<file path="src/rtl/synth_seq_pkg.sv">
package synth_seq_pkg;

    typedef enum logic [2:0] {
        ST_HOLD,
        ST_LAUNCH,
        ST_WAIT,
        ST_PAUSE,
        ST_IDLE
    } seq_state_e;

    typedef enum logic [1:0] {
        SCR_INIT,
        SCR_TX,
        SCR_RX
    } script_e;

    typedef enum logic [2:0] {
        FK_REF,
        FK_CFG_RX,
        FK_CFG_TX,
        FK_CFG_TX2,
        FK_FRQ_RX,
        FK_FRQ_TX
    } frame_kind_e;

    localparam int PAUSE_W = 10;

    typedef struct packed {
        frame_kind_e          kind;
        logic [PAUSE_W-1:0]   pause_us;
        logic                 last;
    } step_t;

    localparam int IDX_W        = 3;
    localparam int PAUSE_REF_A  = 50;
    localparam int PAUSE_REF_B  = 300;
    localparam int PAUSE_STEP   = 100;
    localparam int PAUSE_SETTLE = 800;
    localparam int PAUSE_MAX    = PAUSE_SETTLE;

    localparam int          CFG_W       = 18;
    localparam logic [17:0] CFG_RX_WORD  = 18'h2E805;
    localparam logic [17:0] CFG_TX_WORD  = 18'h2E005;
    localparam logic [17:0] CFG_TX2_WORD = 18'h2E205;

endpackage

</file>
<file path="src/rtl/synth_us_ticker.sv">
module synth_us_ticker #(
    parameter int CYC_PER_US = 10,
    parameter int US_W       = 12
) (
    input  logic            clk,
    input  logic            rst_n,
    input  logic            clr_i,
    output logic            tick_o,
    output logic [US_W-1:0] us_o
);
    localparam int CNT_W = (CYC_PER_US > 1) ? $clog2(CYC_PER_US) : 1;

    logic [CNT_W-1:0] cnt_q;

    assign tick_o = (cnt_q == CNT_W'(CYC_PER_US - 1));

    always_ff @(posedge clk or negedge rst_n) begin
        if (!rst_n) begin
            cnt_q <= '0;
            us_o  <= '0;
        end else if (clr_i) begin
            cnt_q <= '0;
            us_o  <= '0;
        end else if (tick_o) begin
            cnt_q <= '0;
            us_o  <= us_o + 1'b1;
        end else begin
            cnt_q <= cnt_q + 1'b1;
        end
    end
endmodule

</file>
<file path="src/rtl/synth_step_rom.sv">
module synth_step_rom
    import synth_seq_pkg::*;
(
    input  script_e          scr_i,
    input  logic [IDX_W-1:0] idx_i,
    output step_t            step_o
);
    function automatic step_t mk(frame_kind_e k, int p, logic l);
        step_t s;
        s.kind     = k;
        s.pause_us = PAUSE_W'(p);
        s.last     = l;
        return s;
    endfunction

    always_comb begin
        step_o = mk(FK_REF, 0, 1'b1);
        unique case (scr_i)
            SCR_INIT: begin
                unique case (idx_i)
                    3'd0:    step_o = mk(FK_REF,    PAUSE_REF_A,  1'b0);
                    3'd1:    step_o = mk(FK_REF,    PAUSE_REF_B,  1'b0);
                    3'd2:    step_o = mk(FK_CFG_RX, PAUSE_STEP,   1'b0);
                    3'd3:    step_o = mk(FK_FRQ_RX, PAUSE_SETTLE, 1'b0);
                    3'd4:    step_o = mk(FK_CFG_RX, PAUSE_STEP,   1'b0);
                    default: step_o = mk(FK_FRQ_RX, 0,            1'b1);
                endcase
            end
            SCR_TX: begin
                unique case (idx_i)
                    3'd0:    step_o = mk(FK_CFG_TX,  PAUSE_STEP, 1'b0);
                    3'd1:    step_o = mk(FK_FRQ_TX,  PAUSE_STEP, 1'b0);
                    3'd2:    step_o = mk(FK_CFG_TX2, PAUSE_STEP, 1'b0);
                    default: step_o = mk(FK_CFG_TX2, PAUSE_STEP, 1'b1);
                endcase
            end
            SCR_RX: begin
                unique case (idx_i)
                    3'd0:    step_o = mk(FK_CFG_RX, PAUSE_STEP, 1'b0);
                    default: step_o = mk(FK_FRQ_RX, 0,          1'b1);
                endcase
            end
            default: step_o = mk(FK_REF, 0, 1'b1);
        endcase
    end
endmodule

</file>
<file path="src/rtl/synth_frame_builder.sv">
module synth_frame_builder
    import synth_seq_pkg::*;
#(
    parameter int PROG_W  = 11,
    parameter int SWAL_W  = 5,
    parameter int REF_W   = 12,
    parameter int REF_CNT = 820,
    parameter int FRAME_W = PROG_W + SWAL_W + 3,
    parameter int LEN_W   = 5
) (
    input  frame_kind_e                kind_i,
    input  logic [PROG_W+SWAL_W-1:0]   tx_half_i,
    input  logic [PROG_W+SWAL_W-1:0]   rx_half_i,
    output logic [FRAME_W-1:0]         data_o,
    output logic [LEN_W-1:0]           len_o
);
    localparam int HALF_W = PROG_W + SWAL_W;
    localparam int REF_LEN = REF_W + 5;

    logic [HALF_W-1:0] half;
    logic [PROG_W-1:0] prog_cnt;
    logic [SWAL_W-1:0] swal_cnt;

    always_comb begin
        half     = (kind_i == FK_FRQ_TX) ? tx_half_i : rx_half_i;
        prog_cnt = half[HALF_W-1:SWAL_W];
        swal_cnt = half[SWAL_W-1:0];
        unique case (kind_i)
            FK_REF: begin
                data_o = FRAME_W'({2'b01, REF_W'(REF_CNT), 3'b111});
                len_o  = LEN_W'(REF_LEN);
            end
            FK_CFG_RX: begin
                data_o = FRAME_W'(CFG_RX_WORD);
                len_o  = LEN_W'(CFG_W);
            end
            FK_CFG_TX: begin
                data_o = FRAME_W'(CFG_TX_WORD);
                len_o  = LEN_W'(CFG_W);
            end
            FK_CFG_TX2: begin
                data_o = FRAME_W'(CFG_TX2_WORD);
                len_o  = LEN_W'(CFG_W);
            end
            default: begin
                data_o = {prog_cnt, swal_cnt, 3'b001};
                len_o  = LEN_W'(FRAME_W);
            end
        endcase
    end
endmodule

</file>
<file path="src/rtl/uhf_synth_sequencer.sv">
module uhf_synth_sequencer
    import synth_seq_pkg::*;
#(
    parameter int CYC_PER_US = 10,
    parameter int HOLD_US    = 1500000,
    parameter int PROG_W     = 11,
    parameter int SWAL_W     = 5,
    parameter int REF_W      = 12,
    parameter int REF_CNT    = 820
) (
    input  logic                              clk,
    input  logic                              rst_n,
    input  logic                              ptt_i,
    input  logic [PROG_W+SWAL_W-1:0]          tx_half_i,
    input  logic [PROG_W+SWAL_W-1:0]          rx_half_i,
    input  logic                              ser_ready_i,
    input  logic                              ser_done_i,
    output logic                              frm_start_o,
    output logic [PROG_W+SWAL_W+2:0]          frm_data_o,
    output logic [4:0]                        frm_len_o,
    output logic                              park_o
);
    localparam int FRAME_W = PROG_W + SWAL_W + 3;
    localparam int US_MAX  = (HOLD_US > PAUSE_MAX) ? HOLD_US : PAUSE_MAX;
    localparam int US_W    = $clog2(US_MAX + 1);

    seq_state_e       state_q, state_d;
    script_e          scr_q, scr_d;
    logic [IDX_W-1:0] idx_q, idx_d;
    logic             txm_q, txm_d;
    logic             tick, tick_clr;
    logic [US_W-1:0]  us_cnt;
    step_t            step;
    logic             pause_end, hold_end;

    synth_us_ticker #(.CYC_PER_US(CYC_PER_US), .US_W(US_W)) u_ticker (
        .clk    (clk),
        .rst_n  (rst_n),
        .clr_i  (tick_clr),
        .tick_o (tick),
        .us_o   (us_cnt)
    );

    synth_step_rom u_steps (
        .scr_i  (scr_q),
        .idx_i  (idx_q),
        .step_o (step)
    );

    synth_frame_builder #(
        .PROG_W (PROG_W), .SWAL_W (SWAL_W), .REF_W (REF_W),
        .REF_CNT(REF_CNT), .FRAME_W(FRAME_W), .LEN_W(5)
    ) u_frame (
        .kind_i    (step.kind),
        .tx_half_i (tx_half_i),
        .rx_half_i (rx_half_i),
        .data_o    (frm_data_o),
        .len_o     (frm_len_o)
    );

    assign hold_end  = tick && (us_cnt == US_W'(HOLD_US - 1));
    assign pause_end = tick && (us_cnt == US_W'(step.pause_us - 1'b1));

    always_ff @(posedge clk or negedge rst_n) begin
        if (!rst_n) begin
            state_q <= ST_HOLD;
            scr_q   <= SCR_INIT;
            idx_q   <= '0;
            txm_q   <= 1'b0;
        end else begin
            state_q <= state_d;
            scr_q   <= scr_d;
            idx_q   <= idx_d;
            txm_q   <= txm_d;
        end
    end

    always_comb begin
        state_d = state_q;
        scr_d   = scr_q;
        idx_d   = idx_q;
        txm_d   = txm_q;
        unique case (state_q)
            ST_HOLD: begin
                if (hold_end) state_d = ST_LAUNCH;
            end
            ST_LAUNCH: begin
                if (ser_ready_i) state_d = ST_WAIT;
            end
            ST_WAIT: begin
                if (ser_done_i) begin
                    if (step.pause_us != '0) begin
                        state_d = ST_PAUSE;
                    end else if (step.last) begin
                        state_d = ST_IDLE;
                    end else begin
                        state_d = ST_LAUNCH;
                        idx_d   = idx_q + 1'b1;
                    end
                end
            end
            ST_PAUSE: begin
                if (pause_end) begin
                    if (step.last) begin
                        state_d = ST_IDLE;
                    end else begin
                        state_d = ST_LAUNCH;
                        idx_d   = idx_q + 1'b1;
                    end
                end
            end
            ST_IDLE: begin
                if (ptt_i != txm_q) begin
                    state_d = ST_LAUNCH;
                    txm_d   = ptt_i;
                    scr_d   = ptt_i ? SCR_TX : SCR_RX;
                    idx_d   = '0;
                end
            end
            default: state_d = ST_HOLD;
        endcase
    end

    always_comb begin
        frm_start_o = (state_q == ST_LAUNCH) && ser_ready_i;
        park_o      = (state_q == ST_HOLD);
        tick_clr    = !((state_q == ST_HOLD) || (state_q == ST_PAUSE));
    end
endmodule

</file>
<file path="config.mk">
export PLATFORM = sky130hd
export DESIGN_NAME = uhf_synth_sequencer
export DESIGN_NICKNAME = d
export VERILOG_FILES = /design/src/rtl/synth_seq_pkg.sv /design/src/rtl/synth_us_ticker.sv /design/src/rtl/synth_step_rom.sv /design/src/rtl/synth_frame_builder.sv /design/src/rtl/uhf_synth_sequencer.sv
export SDC_FILE = /design/constraint.sdc
export NUM_CORES = 1
export LEC_CHECK = 0
export BUFFER_PORTS_ARGS = -buffer_cell sky130_fd_sc_hd__buf_2
export CORE_MARGIN = 4
export CORE_UTILIZATION = 40
export DETAILED_ROUTE_END_ITERATION = 7
export GPL_TIMING_DRIVEN = 0
export MAX_ROUTING_LAYER = met4
export PLACE_DENSITY_LB_ADDON = 0.3
export SLEW_MARGIN = 20
export SYNTH_ARGS = -nofsm -noshare
export SYNTH_HDL_FRONTEND = slang
export SYNTH_HIERARCHICAL = 1
export SYNTH_SLANG_ARGS = --single-unit
export TNS_END_PERCENT = 50
</file>
<file path="constraint.sdc">
create_clock -name clk -period 5.6 [get_ports clk]
set_clock_uncertainty 0.15 [all_clocks]
set_input_delay 0.28 -clock clk [delete_from_list [all_inputs] [get_ports clk]]
set_output_delay 0.28 -clock clk [all_outputs]
set_load 0.02 [all_outputs]
</file>
==> Word level (Yosys, flattened, before mapping) <==
Cells that the tools add are included.
{ "word_totals": {"elab_cells": 76, "register_bits": 34, "in_bits": 37, "out_inout_bits": 26} }
{ "op_classes": {"n_eq_ne": 25, "n_reduce_logical": 15, "muxes": 26, "addsub": 4} }
{ "op_table": {"columns": ["cell", "n"], "rows": [
  ["14-bit case mux with 3 select lines", 2],
  ["19-bit case mux with 4 select lines", 1],
  ["14-bit case mux with 4 select lines", 1],
  ["21-bit two-way mux", 2],
  ["3-bit two-way mux", 12],
  ["21-bit by 1-bit adder with 21-bit output, second input constant", 1],
  ["21-bit == test", 1],
  ["21-bit == test, second input constant", 1],
  ["3-bit by 2-bit == test with 1-bit output, second input constant", 6],
  ["16-bit two-way mux", 1],
  ["3-bit case mux with 5 select lines", 1],
  ["14-bit two-way mux", 1],
  ["2-bit inequality test, second input constant", 6],
  ["10-bit by 1-bit subtractor with 11-bit output, second input constant", 1],
  ["5-bit AND reduction", 2],
  ["10-bit nonzero test", 1],
  ["3-bit by 1-bit == test with 1-bit output, second input constant", 3],
  ["3-bit == test, second input constant", 3],
  ["3-bit zero test", 3],
  ["3-bit case mux with 3 select lines", 1],
  ["4-bit two-way mux", 2],
  ["4-bit by 1-bit adder with 4-bit output, second input constant", 1],
  ["4-bit == test, second input constant", 1],
  ["2-bit case mux with 2 select lines", 1],
  ["other kinds (13)", 15]
]} }

==> Logic depth before layout (Yosys ltp) <==
{ "depth": {"word_depth": 9, "ltp_mapped": 12, "ltp_nobuf": 11} }

==> By module <==
Netlist, hierarchy kept.
{ "modules_own_cells": {"columns": ["module", "area_each_um2", "seq_area_each_um2", "cells_each", "n_inst"], "rows": [
  ["synth_us_ticker", 1285.0, 625.6, 133, 1],
  ["uhf_synth_sequencer", 1048.5, 200.2, 138, 1],
  ["synth_frame_builder", 420.4, 0.0, 77, 1],
  ["synth_step_rom", 269.0, 0.0, 47, 1]
]} }

==> Least setup slack after synthesis <==
OpenSTA, ideal clock, no wires.
{ "synth_timing": {"path_kind": "register to register", "start": "reg scr_q[0]", "end": "reg idx_q[2]", "stages_incl_launch_ff": 12, "t_arrival_ps": 3016, "n_path_buf": 0, "period_less_slack_ps": 3234, "slack_ps": 2366, "setup_ps": 69, "required_time_ps": 5381, "cell_sequence": "dfrtp_1 or3_4 nor3_1 inv_1 ha_1 nor3b_4 a221oi_1 a31oi_1 a21oi_1 a41oi_2 or3_1 nand3_1"} }
{ "synth_rtl": {"columns": ["element", "line_no", "source"], "rows": [
  ["start, declared", "uhf_synth_sequencer.sv:28", "script_e scr_q, scr_d;"],
  ["start signal, assigned", "uhf_synth_sequencer.sv:72", "scr_q <= scr_d;"],
  ["end signal, assigned", "uhf_synth_sequencer.sv:73", "idx_q <= idx_d;"],
  ["end, declared", "uhf_synth_sequencer.sv:29", "logic [IDX_W-1:0] idx_q, idx_d;"]
]} }

==> summary.md <==
| Metric | Value |
|---|---|
| Status | completed |
| CTS Sinks | 33 |
| Final setup viols | 0 |
| Final Hold Viols | 0 |
| Clk Latency, worst-skew pair | 0.30 ns |
| Pre-CTS WS | 1.924 ns |
| Max_slew headroom | 42.07% |
| CP peak stage delay | 0.51 ns |
| Initial antenna violation count | 0 |
| Startpoint Class | register |
| Placement Rows | 31 |
| Initial Util | 41.46% |
| Multi-input gate area | 1983 sq um |
| Placed wire-length estimate | 5803 um |
| Hold WC Path Type | in -> reg |
| H-Tree Depth | 2 |
| Slack of the critical path | 1.906 ns |
| Top-count cell post-synth | nand2_1 |
| CTS clk-pin slew, worst paths | 0.08 ns |
| Yosys cell types | 69 |
| Die Wd | 94.93 um |
| RSZ-0062 raised after global routing | no |
| Crit. End Element | register |
| CP Data Arrival Time | 3.76 ns |
| Fillers | 738 |
| Leak | 1.515 nW |
| Initial drt markers | 150 |
| Delay-heaviest family, CP | compound AO/OA/AOI/OAI gates |
| Vias in the first global route | 2783 |
| Routed wire length | 7578 um |
| Synth top area share | 27.32% |
| Reg2Reg Setup Slack | 1.91 ns |
| Die area | 9012 sq um |
| WS Path Type | reg -> reg |
| Largest net degree at the start of global routing | 34 |
| Register bit total from synthesis | 33 |
| TritonCTS clock tree | yes |
| Seq. cell area | 825.8 sq um |
| Num CTS Buffers | 5 |
| Cts repair resizes | 0 |
| Via density | 5.418 |
| End point of the critical path | idx_q[1]$_DFFE_PN0P_ |
| Layout cells sized above 1 | 23.87% |
| Pre-antenna DRT Iters | 4 |
| Final-report max-slew violation count | 0 |
| Congestion Overflow GR | 0 |
| Setup TNS | 0 ns |
| Fraction of registers with async set or reset after synthesis | 100.0% |
| DR vias | 3056 |
| Seq/Total Area, Yosys | 27.32% |
| Yosys warns | 6 |
| Num ports | 63 |
| Reg2reg start | scr_q[0]$_DFFE_PN0P_ |
| Buf+Inv Stages, Crit Path | 1 |
| Die H | 94.93 um |
| Syn Std Cell Area | 3023 sq um |
| CP Depth | 11 |
| CTS Buffer Depth | 2 |
| Syn Inst Count | 395 |
| Postcts setup bufs | 0 |
| CP Launch Point | scr_q[0]$_DFFE_PN0P_ |
| NumNets Final | 507 |
| Core area | 7292 sq um |
| Max cap viols | 0 |
| DRC | 0 |
| Fmax | 270.7 MHz |
| VDD IR max | 0.0001975 V |
| Crit-path cells | or3_4 -> nor3_1 -> inv_1 -> ha_1 -> nor3b_4 -> a221oi_1 -> a31oi_1 -> a21oi_1 -> a41oi_2 -> a21oi_1 -> mux2i_1 |
| Avg Synthesized Cell Area | 7.653 sq um |
| Wire per inst | 13.44 um |
| Register-to-Register Path Depth | 11 |
| Tmin final | 3.694 ns |
| Most frequent cells after synthesis | 41 x nand2_1, 39 x a21oi_1, 35 x nor2_1 |
| Leading post-synthesis cells by cell area | dfrtp_1 27%, a21oi_1 6.5%, nand2_1 5.1% |
| Antenna Cells | 0 |
| IO buf count | 58 |
| GRT Overall Usage | 18.58% |
| Worst-margin pin slew | 0.8690 ns |
| CP Data Required Time | 5.67 ns |
| Crit-path max FO | 11 |
| Global-route wire length before repair | 13110 um |
| Layout area overhead | 18.21% |
| GPL Wtd Cong | 0.8639 |
| Synth area leader | dfrtp_1 |
| EDFF count, synth | 0 |
| Final cycle utilization of the critical path | 65.97% |
| CP most frequent cell | a21oi_1 |
| ANT nets after route | 0 |
| Root buffer cell | clkbuf_8 |
| Critical R2R Capture | idx_q[1]$_DFFE_PN0P_ |
| Slowest-stage cell, CP | dfrtp_1 |
| Synth Flop Type | dfrtp_1 |
| Power Density | 307.4 nW/um^2 |
state kept, by name, indices dropped and copies added, names as in the netlist:
signal and count:
u_ticker/cnt_q 4, scr_q 2, idx_q 3, state_q 3, u_ticker/us_o 21
worst reg2reg max path, delay by kind of cell (launching register included):
family	cells	cell delay [ns]
flip-flops	1	0.51
AND/OR/NAND/NOR	3	1.16
buffers and inverters	1	0.14
AO/OA/AOI/OAI	5	1.20
multiplexers	1	0.23
adder cells (fa/ha/maj)	1	0.24
layer usage:
metal	vias to the layer above	track usage, %	wire length [um]
met5	-	-	0
met4	0	4.928	123
met3	12	3.586	426
met2	81	29.07	3579
met1	1421	24.61	3448
li1	1542	-	-
cell families (layout without fill, tap and decap cells):
group / count (synthesis) / in the layout / share of synthesized area, %
xor gates and xnor gates: 19 / 19 / 5.505
buffers and inverters: 46 / 113 / 7.450
AOI/OAI and AO/OA: 108 / 108 / 22.31
other: 3 / 6 / 0.3725
and+or+nand+nor: 177 / 177 / 33.53
adders and majority gates: 6 / 6 / 2.483
DFF: 33 / 33 / 27.32
muxes: 3 / 3 / 1.035
layout by cell type, fill, tap and decap left out, drive strengths merged, types with 10 or more instances in the layout:
master | synthesis | layout
buf | 20 | 78
nor3 | 19 | 19
inv | 21 | 21
nor2 | 35 | 35
xnor2 | 11 | 11
o21ai | 26 | 26
or3 | 11 | 11
dfrtp | 33 | 33
clkbuf | 5 | 10
nand2 | 42 | 42
a21oi | 40 | 40
nand3 | 13 | 13
worst min path at each step:
stage | startpoint | end | slack (ns) | cells after the start
2_1_floorplan | rst_n | idx_q[0]$_DFFE_PN0P_ | -0.17 | 0
3_3_place_gp | rst_n | u_ticker/us_o[15]$_DFFE_PN0P_ | 0.24 | 1
3_5_place_dp | rst_n | u_ticker/us_o[15]$_DFFE_PN0P_ | 0.24 | 1
4_1_cts | ptt_i | scr_q[0]$_DFFE_PN0P_ | 0.08 | 3
5_1_grt | ptt_i | scr_q[0]$_DFFE_PN0P_ | 0.11 | 3
6_report | ptt_i | scr_q[0]$_DFFE_PN0P_ | 0.09 | 3
power by group:
part           switching, mW  total [mW]  leakage (nW)  internal, mW
logic                  0.352       0.554          1.03         0.202
clock network          0.105       0.239        0.0543         0.133
registers             0.0403       0.306         0.434         0.266
total                  0.497        1.10          1.52         0.601
repair_timing:
action | in CTS | in global routing
hold buffers | 1 | 0
setup endpoints to repair | 0 | 0
endpoints found under the hold margin | 33 | 0
metrics by stage:
stage | area, sq um | instances | total power [mW] | hold WS [ns] | utilization, %
floorplan | 3034 | 398 | 0.7132 | -0.1656 | -
global placement | 3448 | 555 | 0.8512 | 0.2418 | 47.29
detailed placement | 3448 | 555 | 0.8618 | 0.2426 | 47.29
CTS | 3573 | 564 | 1.103 | 0.08471 | 49.00
global route | 3573 | 564 | 1.185 | 0.1055 | 49.00
finish | 3573 | 564 | 1.099 | 0.08978 | 49.00
final cells by class:
type	instances	area share, %
buffer	25	4.097
clock buffer	5	1.926
clock inverter	3	1.296
inverter	21	2.206
multi-input combinational	319	55.50
sequential	33	23.11
tap	99	3.466
timing repair buffer	59	8.403
No activity file was read; power rests on OpenSTA's default activity.
